$ cat src/rtl/pd_pkg.sv
package pd_pkg;
   localparam int unsigned PD_IDLE_LIMIT_DEF = 15;
   localparam int unsigned PD_SYNC_DEF       = 2;
   localparam int unsigned PD_NCTL_DEF       = 4;

   // Width needed to hold a count from 0 up to and including lim.
   function automatic int unsigned pd_cnt_width(input int unsigned lim);
      return $clog2(lim + 1);
   endfunction
endpackage

$ cat src/rtl/pd_sync.sv
module pd_sync #(
   parameter int unsigned STAGES  = 2,
   parameter bit          RST_VAL = 1'b0
) (
   input  logic clk,
   input  logic rst,
   input  logic d,
   output logic q
);
   if (STAGES < 2) begin : g_bad_stages
      $fatal(1, "pd_sync: STAGES must be at least 2");
   end

   logic [STAGES-1:0] chain;

   for (genvar i = 0; i < STAGES; i++) begin : g_stage
      if (i == 0) begin : g_first
         always_ff @(posedge clk or posedge rst) begin
            if (rst) chain[0] <= RST_VAL;
            else     chain[0] <= d;
         end
      end else begin : g_next
         always_ff @(posedge clk or posedge rst) begin
            if (rst) chain[i] <= RST_VAL;
            else     chain[i] <= chain[i-1];
         end
      end
   end

   assign q = chain[STAGES-1];
endmodule

$ cat src/rtl/pd_idle_timer.sv
module pd_idle_timer #(
   parameter int unsigned IDLE_LIMIT = pd_pkg::PD_IDLE_LIMIT_DEF,
   parameter int unsigned CNT_W      = pd_pkg::pd_cnt_width(IDLE_LIMIT)
) (
   input  logic             clk,
   input  logic             rst,
   input  logic             en,
   input  logic             stb_s,
   input  logic             cs_s,
   output logic             act_evt,
   output logic [CNT_W-1:0] cnt,
   output logic             pd_nxt
);
   localparam logic [CNT_W-1:0] LIM = CNT_W'(IDLE_LIMIT);

   if (IDLE_LIMIT < 2) begin : g_bad_limit
      $fatal(1, "pd_idle_timer: IDLE_LIMIT must be at least 2");
   end

   logic             stb_d;
   logic             wake;
   logic [CNT_W-1:0] cnt_nxt;

   always_ff @(posedge clk or posedge rst) begin
      if (rst) stb_d <= 1'b0;
      else     stb_d <= stb_s;
   end

   assign act_evt = stb_s & ~stb_d;
   assign wake    = act_evt | ~cs_s;

   always_comb begin
      if (!en || wake)    cnt_nxt = '0;
      else if (cnt == LIM) cnt_nxt = cnt;
      else                 cnt_nxt = cnt + 1'b1;
   end

   always_ff @(posedge clk or posedge rst) begin
      if (rst) cnt <= '0;
      else     cnt <= cnt_nxt;
   end

   assign pd_nxt = (cnt_nxt == LIM);
endmodule

$ cat src/rtl/pd_gate.sv
module pd_gate #(
   parameter int unsigned N_CTL = pd_pkg::PD_NCTL_DEF
) (
   input  logic             clk,
   input  logic             rst,
   input  logic             pd_nxt,
   input  logic [N_CTL-1:0] ctl_in,
   input  logic [N_CTL-1:0] ctl_mask,
   input  logic             clk_mask,
   output logic             pd,
   output logic             bus_iso,
   output logic             mem_stby,
   output logic [N_CTL-1:0] ctl_out,
   output logic             dclk_en
);
   if (N_CTL < 1) begin : g_bad_nctl
      $fatal(1, "pd_gate: N_CTL must be at least 1");
   end

   logic [N_CTL-1:0] blk;

   always_ff @(posedge clk or posedge rst) begin
      if (rst) begin
         pd       <= 1'b0;
         bus_iso  <= 1'b0;
         mem_stby <= 1'b0;
         dclk_en  <= 1'b1;
      end else begin
         pd       <= pd_nxt;
         bus_iso  <= pd_nxt;
         mem_stby <= pd_nxt;
         dclk_en  <= ~(pd_nxt & clk_mask);
      end
   end

   for (genvar i = 0; i < N_CTL; i++) begin : g_ctl
      always_ff @(posedge clk or posedge rst) begin
         if (rst) blk[i] <= 1'b0;
         else     blk[i] <= pd_nxt & ctl_mask[i];
      end
      assign ctl_out[i] = ctl_in[i] & ~blk[i];
   end
endmodule

$ cat src/rtl/idle_pd_ctrl.sv
module idle_pd_ctrl #(
   parameter int unsigned IDLE_LIMIT  = pd_pkg::PD_IDLE_LIMIT_DEF,
   parameter int unsigned SYNC_STAGES = pd_pkg::PD_SYNC_DEF,
   parameter int unsigned N_CTL       = pd_pkg::PD_NCTL_DEF
) (
   input  logic             clk,
   input  logic             rst,
   input  logic             en,
   input  logic             strobe,
   input  logic             cs_n,
   input  logic [N_CTL-1:0] ctl_in,
   input  logic [N_CTL-1:0] ctl_mask,
   input  logic             clk_mask,
   output logic             pd,
   output logic             bus_iso,
   output logic             mem_stby,
   output logic [N_CTL-1:0] ctl_out,
   output logic             dclk_en
);
   localparam int unsigned CNT_W = pd_pkg::pd_cnt_width(IDLE_LIMIT);

   logic             stb_s;
   logic             cs_s;
   logic             act_evt;
   logic             pd_nxt;
   logic [CNT_W-1:0] idle_cnt;

   pd_sync #(.STAGES(SYNC_STAGES), .RST_VAL(1'b0)) u_stb_sync (
      .clk(clk), .rst(rst), .d(strobe), .q(stb_s)
   );

   pd_sync #(.STAGES(SYNC_STAGES), .RST_VAL(1'b1)) u_cs_sync (
      .clk(clk), .rst(rst), .d(cs_n), .q(cs_s)
   );

   pd_idle_timer #(.IDLE_LIMIT(IDLE_LIMIT), .CNT_W(CNT_W)) u_timer (
      .clk(clk), .rst(rst), .en(en), .stb_s(stb_s), .cs_s(cs_s),
      .act_evt(act_evt), .cnt(idle_cnt), .pd_nxt(pd_nxt)
   );

   pd_gate #(.N_CTL(N_CTL)) u_gate (
      .clk(clk), .rst(rst), .pd_nxt(pd_nxt), .ctl_in(ctl_in),
      .ctl_mask(ctl_mask), .clk_mask(clk_mask), .pd(pd),
      .bus_iso(bus_iso), .mem_stby(mem_stby), .ctl_out(ctl_out),
      .dclk_en(dclk_en)
   );
endmodule

$ cat config.mk
export PLATFORM = sky130hd
export DESIGN_NAME = idle_pd_ctrl
export DESIGN_NICKNAME = d
export VERILOG_FILES = /design/src/rtl/pd_pkg.sv /design/src/rtl/pd_sync.sv /design/src/rtl/pd_idle_timer.sv /design/src/rtl/pd_gate.sv /design/src/rtl/idle_pd_ctrl.sv
export SDC_FILE = /design/constraint.sdc
export NUM_CORES = 1
export LEC_CHECK = 0
export BUFFER_PORTS_ARGS = -buffer_cell sky130_fd_sc_hd__buf_2
export CAP_MARGIN = 20
export CORE_AREA = 3 3 40 42
export CTS_BUF_LIST = sky130_fd_sc_hd__clkbuf_8
export CTS_CLUSTER_SIZE = 30
export DETAILED_ROUTE_END_ITERATION = 10
export DIE_AREA = 0 0 43 45
export GPL_TIMING_DRIVEN = 0
export PLACE_DENSITY = 0.81
export SLEW_MARGIN = 40
export SYNTH_ARGS = -nofsm -noshare
export SYNTH_HDL_FRONTEND = slang
export SYNTH_HIERARCHICAL = 1
export SYNTH_SLANG_ARGS = --single-unit
$ cat constraint.sdc
create_clock -name clk -period 4.5 [get_ports clk]
set_clock_uncertainty 0.15 [all_clocks]
set_input_delay 0.9 -clock clk [delete_from_list [all_inputs] [get_ports clk]]
set_output_delay 0.9 -clock clk [all_outputs]
set_load 0.005 [all_outputs]
==> results.toml, run 1 <==
[hold_path]
hold_depth = 0
hp-class = "flip-flop to flip-flop"

[setup_path]
cp.required_ns = 3.45
criticalPathCategory = "primary input to output port"
path_buf_inv = 2
crit_path_frequent_cell = "buf_2"
crit_family = "buffers and inverters"
path_cells = "buf_2 -> nor2b_1 -> buf_2"
worst-path-stages = 3
reg2reg_depth = 5
worstPathArrival_ns = 1.22
cp-start-kind = "primary input"
critical-path-max-stage-delay_ns = 0.12
crit_fanout = 1
worst_path_max_delay_cell = "buf_2"
cp-end-kind = "output port"

[routing]
wl_um = 1105
ant_nets = 0
first_iter_violations = 5
drcViolationCount = 0
dr.pass1.iters = 4
vias = 442
avgRoutedWirePerCell_um = 12.42
via_per_inst = 4.966

[power]
cellLeakagePower_nw = 0.4145
sequentialPowerShare_pct = 53.9
clkPwrFrac_pct = 39.9
fin_total_pwr_uw = 260.8
p_sw_uw = 53.17
p_comb_share_pct = 6.2
power.density_nw_per_um2 = 335.1
p_sw_share_pct = 20.39
internal_power_uw = 207.6
peakVddDrop_mv = 0.2254

[cts]
cts-resized-gates = 0
clk_path_buf_depth = 2
postCtsHoldBufs = 0
clock_sinks = 15
cts_buffers = 3
cts_max_level = 1
cts_tree = "built"
clk_pin_slew_ns = 0.05
post-cts-setup-buffer-count = 0
root_buffer = "clkbuf_8"
clock_latency_ns = 0.25

[die]
row_count = 13
die_h_um = 45
initial_core_util_pct = 47.42
fp.dieW_um = 43
core_area_um2 = 1285
io_pins = 22
die_area_um2 = 1935

[timing]
tns_ns = 0
max_slew_margin_pct = 70.19
worst_pin_slew_ns = 0.4435
hold_viol_final = 0
timing.fmax_mhz = 440.4
min_period_over_period_pct = 50.45
rsz0062_at_grt = "no"
setup_viol = 0
fin_ws_ns = 2.230
timing.hold.ws_ns = 0.2074
slew_violations = 0
final.min_clock_period_ns = 2.270

[placed_design]
placedInstanceArea_um2 = 733.2
place.gp.congestion = 0.7021
dpl.cell_count = 85
post-dp-hpwl_um = 877.9
pre_cts_ws_ns = 2.225
io_buffer_count = 21

[synthesis]
synth_top_cell_by_area = "dfrtp_1"
synth_xor_area_share_pct = 2.875
synth-compound-area-share_pct = 2.053
ys_warn_count = 6
synth.distinct_cells = 20
synth_seq_cells = 15
syn_nets = 64
synthTopCellsByArea = "dfrtp_1 (49%), dfstp_2 (13%), nor2b_1 (5.1%), and2_1 (4.1%), nand3b_4 (3.3%)"
syn_area_um2 = 609.3
synth_edf_count = 0
async_flop_share_pct = 100.0
synth_common_cells = "dfrtp_1 (12), inv_1 (5), nor2b_1 (5)"
synthAdderAreaFrac_pct = 2.053
ys_seq_area_share_pct = 62.22
synth_top_family_by_area = "simple AND/OR/NAND/NOR gates"
synthCells = 49
yosysMostFrequentCell = "dfrtp_1"
synth_mux_area_share_pct = 1.643
synth_top_cell_area_share_pct = 49.28
synth_ff_type = "dfrtp_1"
synth.avg_cell_area_um2 = 12.44
synth-simple-area-share_pct = 23.61

[cells_and_area]
largestRegisters = "u_gate/blk (4), u_timer/cnt (4)"
ff_latch_area_um2 = 379.1
design_area_um2 = 778.2
antenna_cells = 0
multiInputGateArea_um2 = 196.4
drive_gt1_share_pct = 44.59
fin_nets = 90
num-fill-cells = 107
area_growth_pct = 27.72
utilization_pct = 60.56
fin_cells = 89

[global_routing]
grt_overflow_total = 0
antenna_found_initial = 0
grt_max_degree = 9
grt_pass1_wl_um = 1890
grt_pass1_vias = 447
grt_util_all_layers_pct = 14.52

[job]
cap_violations = 0

[run_status]
status = "complete, no violations"
path summary, 6_finish.rpt:
path / start / to / slack [ns]
worst min-delay path: u_stb_sync/chain[0]$_DFF_PP0_ / u_stb_sync/q$_DFF_PP0_ / 0.21
max in group asynchronous: rst / u_gate/dclk_en$_DFF_PP1_ / 3.50
worst max-delay path: ctl_in[0] / ctl_out[0] / 2.23
min in group asynchronous: rst / u_stb_sync/q$_DFF_PP0_ / 0.37
worst min register to register: u_stb_sync/chain[0]$_DFF_PP0_ / u_stb_sync/q$_DFF_PP0_ / 0.21
worst max register to register: u_timer/cnt[0]$_DFF_PP0_ / u_gate/blk[1]$_DFF_PP0_ / 2.60
layout make-up:
class | instances | area share (%)
clock inverter | 1 | 0.4823
buffer | 2 | 1.929
multi-input combinational | 27 | 25.24
sequential | 15 | 48.71
clock buffer | 3 | 5.305
inverter | 5 | 2.412
tap | 15 | 2.412
timing repair buffer | 21 | 13.50
logic make-up (layout without fill, tap and decap cells):
| family | Yosys count | count (layout) |
|---|---|---|
| buffers and inverters | 7 | 32 |
| xor gates and xnor gates | 2 | 2 |
| AOI/OAI and AO/OA | 2 | 2 |
| muxes | 1 | 1 |
| DFF | 15 | 15 |
| and+or+nand+nor | 21 | 21 |
| adders and majority gates | 1 | 1 |
per-layer routing:
metal / track usage, % / wire length [um] / up-vias
met2: 26.35 / 608 / 17
met3: 5.179 / 72 / 4
met1: 13.25 / 395 / 215
met4: 10.84 / 29 / 0
li1: - / - / 206
met5: 0 / 0 / -
power groups by stage:
| stage | combinational [mW] | sequential [mW] | clock (mW) |
|---|---|---|---|
| floorplan | 0.00779 | 0.143 | 0 |
| global placement | 0.0159 | 0.143 | 0 |
| detailed placement | 0.0164 | 0.143 | 0 |
| CTS | 0.0164 | 0.141 | 0.107 |
| global route | 0.0184 | 0.141 | 0.113 |
| finish | 0.0161 | 0.141 | 0.104 |
cell usage in the layout (no fill, tap or decap), drive strengths merged, types with 2 or more instances in the layout:
cell,synthesis,layout
clkbuf,0,3
buf,2,23
nand3,2,2
dfstp,3,3
and2,4,4
inv,5,6
nor3,2,2
xnor2,2,2
nor2,3,3
dfrtp,12,12
nor2b,5,5
Power figures use the tool's default switching activity.
==> inputs of run 2 (changes only) <==
==> constraint.sdc (replaced) <==
create_clock -name clk -period 2.21 [get_ports clk]
set_clock_uncertainty 0.15 [all_clocks]
set_input_delay 0.442 -clock clk [delete_from_list [all_inputs] [get_ports clk]]
set_output_delay 0.442 -clock clk [all_outputs]
set_load 0.005 [all_outputs]
==> results.toml, run 2 (synthesis results as in run 1) <==
[cts]
root_buffer = "clkbuf_8"
cts_max_level = 1
cts_tree = "built"
post-cts-setup-buffer-count = 0
clk_path_buf_depth = 2
clock_sinks = 15
cts_buffers = 3
clk_pin_slew_ns = 0.06
clock_latency_ns = 0.25

[cells_and_area]
final_cell_mix = "buf_2 (21), dfrtp_1 (12), inv_1 (6), nor2b_1 (5), and2_1 (4)"
fin_cells = 90
layout_commonest_cell = "buf_2"
drive_gt1_share_pct = 44.00
utilization_pct = 61.34
num-fill-cells = 106
antenna_cells = 0
largestRegisters = "u_gate/blk (4), u_timer/cnt (4)"
area_growth_pct = 29.36
fin_nets = 91

[placed_design]
io_buffer_count = 21
place.gp.congestion = 0.7021
post-dp-hpwl_um = 877.9
dpl.cell_count = 85

[routing]
ant_nets = 0
avgRoutedWirePerCell_um = 12.48
wl_um = 1123
via_per_inst = 5.056
drcViolationCount = 0
vias = 455
dr.pass1.iters = 4
first_iter_violations = 8

[timing]
slew_violations = 0
timing.hold.ws_ns = 0.1406
timing.fmax_mhz = 523.4
tns_ns = 0
final.min_clock_period_ns = 1.911
max_slew_margin_pct = 70.37
min_period_over_period_pct = 86.45
rsz0062_at_grt = "no"
setup_viol = 0
worst_pin_slew_ns = 0.4407
hold_viol_final = 0

[setup_path]
criticalPathCategory = "flip-flop to flip-flop"
cp-end-kind = "flip-flop"
worstPathArrival_ns = 1.94
crit_fanout = 6
cp.required_ns = 2.23
cp-start-kind = "flip-flop"

[global_routing]
grt_pass1_vias = 463
antenna_found_initial = 0
grt_overflow_total = 0
grt_util_all_layers_pct = 14.43
grt_max_degree = 9
grt_pass1_wl_um = 1925

[die]
row_count = 13
io_pins = 22
core_area_um2 = 1285
initial_core_util_pct = 47.42
die_area_um2 = 1935
fp.dieW_um = 43
die_h_um = 45

[hold_path]
hp-class = "primary input to flip-flop"

[power]
power.density_nw_per_um2 = 676.5
cellLeakagePower_nw = 0.4187
peakVddDrop_mv = 0.4605

[run_status]
status = "complete, no violations"

[job]
cap_violations = 0
[run 2: changes by cell type in the layout (fill, tap and decap cells not counted), sizes merged]
cell,previous run,this run
dlygate4sd3,0,1
[run 2: path summary, 6_finish.rpt]
check                           cells after the start                           from  slack [ns]                           end
worst max-delay path                                5       u_timer/cnt[0]$_DFF_PP0_        0.30       u_gate/blk[1]$_DFF_PP0_
worst min-delay path                                1                           cs_n        0.14  u_cs_sync/chain[0]$_DFF_PP1_
worst max register to register                      5       u_timer/cnt[0]$_DFF_PP0_        0.30       u_gate/blk[1]$_DFF_PP0_
worst min register to register                      0  u_stb_sync/chain[0]$_DFF_PP0_        0.21        u_stb_sync/q$_DFF_PP0_
max in group asynchronous                           3                            rst        1.12      u_gate/dclk_en$_DFF_PP1_
min in group asynchronous                           3                            rst        0.46        u_stb_sync/q$_DFF_PP0_
[run 2: timing repair]
item / CTS / global route
hold buffers: 1 / 0
gates resized for setup: 0 / 0
hold endpoints to repair: 12 / 0
[run 2: worst max-delay path: stages, from the launching register on]
cell,delay [ns]
dfrtp_1,0.43
ha_1,0.33
nand3_2,0.13
mux2i_1,0.17
nor4_2,0.42
and2_1,0.21
[run 2: area by class of cell]
class | instances | area [um^2] | share of cell area [%]
tap | 15 | 18.77 | 2.381
inverter | 5 | 18.77 | 2.381
clock inverter | 1 | 3.754 | 0.4762
buffer | 2 | 15.01 | 1.905
timing repair buffer | 22 | 115.1 | 14.60
clock buffer | 3 | 41.29 | 5.238
multi-input combinational | 27 | 196.4 | 24.92
sequential | 15 | 379.1 | 48.10
[run 2: metal layers]
metal	wire, um	share of wire (%)	vias to the layer above	GRT usage [%]
li1	-	-	208	-
met2	591	53	21	24.85
met1	392	35	218	13.51
met3	78	6.9	8	4.382
met5	0	0	-	0
met4	61	5.4	0	13.86
[run 2: power breakdown]
part	internal, mW	switching (mW)	total, mW	leakage, nW
Combinational	0.0186	0.0155	0.0341	0.200
Sequential	0.282	0.00391	0.286	0.192
Clock	0.123	0.0898	0.213	0.0269
[run 2: per-stage QoR]
stage	instance area (um^2)	setup slack [ns]	total power, mW
2_1_floorplan	609.3	0.5853	0.3060
3_3_place_gp	733.2	0.3703	0.3233
3_5_place_dp	733.2	0.3143	0.3246
4_1_cts	788.3	0.3008	0.5386
5_1_grt	788.3	0.1240	0.5545
6_report	788.3	0.2994	0.5332
==> inputs of run 3 (changes only) <==
--- a/config.mk
+++ b/config.mk
@@ -12,8 +12,7 @@
 export CTS_CLUSTER_SIZE = 30
 export DETAILED_ROUTE_END_ITERATION = 10
 export DIE_AREA = 0 0 43 45
-export GPL_TIMING_DRIVEN = 0
-export PLACE_DENSITY = 0.81
+export PLACE_DENSITY = 0.75
 export SLEW_MARGIN = 40
 export SYNTH_ARGS = -nofsm -noshare
 export SYNTH_HDL_FRONTEND = slang
==> results.toml, run 3 (synthesis results as in run 1) <==
[global_routing]
grt_overflow_total = 0
antenna_found_initial = 0
grt_max_degree = 9
grt_pass1_wl_um = 1662
grt_util_all_layers_pct = 12.44
grt_pass1_vias = 421

[setup_path]
critical-path-max-stage-delay_ns = 0.44
cp.required_ns = 2.24
path_cells = "ha_1 -> nand3_2 -> mux2i_1 -> nor4_2 -> and2_1"
crit_fanout = 6
worst_path_max_delay_cell = "dfrtp_1"
criticalPathCategory = "flip-flop to flip-flop"
cp-end-kind = "flip-flop"
cp-start-kind = "flip-flop"
worstPathArrival_ns = 1.84

[timing]
timing.fmax_mhz = 553.0
tns_ns = 0
fin_ws_ns = 0.4018
final.min_clock_period_ns = 1.808
setup_viol = 0
worst_pin_slew_ns = 0.3961
hold_viol_final = 0
rsz0062_at_grt = "no"
slew_violations = 0
min_period_over_period_pct = 81.82
max_slew_margin_pct = 73.37

[routing]
via_per_inst = 4.716
dr.pass1.iters = 2
avgRoutedWirePerCell_um = 10.81
first_iter_violations = 3
wl_um = 951
drcViolationCount = 0
ant_nets = 0
vias = 415

[die]
io_pins = 22
fp.dieW_um = 43
row_count = 13
die_h_um = 45
initial_core_util_pct = 47.42
core_area_um2 = 1285
die_area_um2 = 1935

[power]
sequentialPowerShare_pct = 53.9
internal_power_uw = 424.0
p_comb_share_pct = 6.3
p_sw_uw = 107.5
clkPwrFrac_pct = 39.8
peakVddDrop_mv = 0.4614
p_sw_share_pct = 20.23
cellLeakagePower_nw = 0.4078
power.density_nw_per_um2 = 687.4

[run_status]
status = "complete, no violations"

[cts]
cts_buffers = 3
clk_pin_slew_ns = 0.06
root_buffer = "clkbuf_8"
post-cts-setup-buffer-count = 0
cts_max_level = 1
cts_tree = "built"
cts-resized-gates = 0
clock_sinks = 15
clk_path_buf_depth = 2
clock_latency_ns = 0.25

[placed_design]
io_buffer_count = 21
pre_cts_ws_ns = 0.4053
post-dp-hpwl_um = 815.5
placedInstanceArea_um2 = 718.2
place.gp.congestion = 0.7156

[hold_path]
hp-class = "primary input to flip-flop"

[cells_and_area]
design_area_um2 = 773.2
layout_commonest_cell = "buf_2"
final_cell_mix = "buf_2 (21), dfrtp_1 (12), inv_1 (6), nor2b_1 (5), and2_1 (4)"
fin_nets = 89
antenna_cells = 0
largestRegisters = "u_gate/blk (4), u_timer/cnt (4)"
area_growth_pct = 26.90
drive_gt1_share_pct = 42.47

[job]
cap_violations = 0
-- run 3: layout make-up --
class | instances | area [um^2]
well taps | 15 | 18.77
repair buffers | 22 | 115.1
clock buffers | 3 | 41.29
multi-input cells | 27 | 196.4
fillers | 114 | 511.7
flip-flops and latches | 15 | 379.1
inverters | 5 | 18.77
clock inverters | 1 | 3.754
-- run 3: worst max-delay path, delay by kind of cell, from the launching register on --
kind	cells	cell delay, ns
fa+ha+maj	1	0.28
flops	1	0.44
mux	1	0.16
simple gates	3	0.71
-- run 3: repair_timing --
| item | CTS | global route |
|---|---|---|
| hold endpoints to repair | 12 | 0 |
| setup endpoints to repair | 0 | 0 |
| hold buffers | 1 | 0 |
-- run 3: worst paths after layout --
kind / from / endpoint / slack, ns / cells past startpoint
hold reg to reg: u_cs_sync/chain[0]$_DFF_PP1_ / u_cs_sync/q$_DFF_PP1_ / 0.21 / 0
max in group asynchronous: rst / u_gate/dclk_en$_DFF_PP1_ / 1.14 / 3
setup reg to reg: u_timer/cnt[0]$_DFF_PP0_ / u_gate/blk[2]$_DFF_PP0_ / 0.40 / 5
min in group asynchronous: rst / u_stb_sync/chain[0]$_DFF_PP0_ / 0.46 / 3
hold / removal: cs_n / u_cs_sync/chain[0]$_DFF_PP1_ / 0.15 / 1
setup / recovery: u_timer/cnt[0]$_DFF_PP0_ / u_gate/blk[2]$_DFF_PP0_ / 0.40 / 5
-- run 3: power by group through the flow --
stage / registers [mW] / clock network, mW / logic (mW)
after CTS: 0.287 / 0.219 / 0.0345
after global placement: 0.291 / 0 / 0.0327
after global routing: 0.287 / 0.230 / 0.0390
final: 0.286 / 0.212 / 0.0335
after detailed placement: 0.291 / 0 / 0.0332
after floorplan: 0.290 / 0 / 0.0159
-- run 3: metal layers --
layer / part of all wire, % / global-route usage [%] / routed length [um]
met1: 38 / 12.11 / 360
met3: 6.9 / 5.578 / 66
met4: 2.6 / 9.036 / 25
met2: 52 / 20.96 / 498
met5: 0 / 0 / 0
-- run 3: through the flow --
| step | power, mW | util [%] | cells | hold slack (ns) |
|---|---|---|---|---|
| 4_1_cts | 0.5398 | 60.18 | 88 | 0.1380 |
| 5_1_grt | 0.5555 | 60.18 | 88 | 0.1300 |
| 6_report | 0.5315 | 60.18 | 88 | 0.1451 |
| 3_3_place_gp | 0.3234 | 55.89 | 83 | 0.1695 |
| 2_1_floorplan | 0.3060 | - | 49 | 0.03318 |
| 3_5_place_dp | 0.3244 | 55.89 | 83 | 0.1721 |
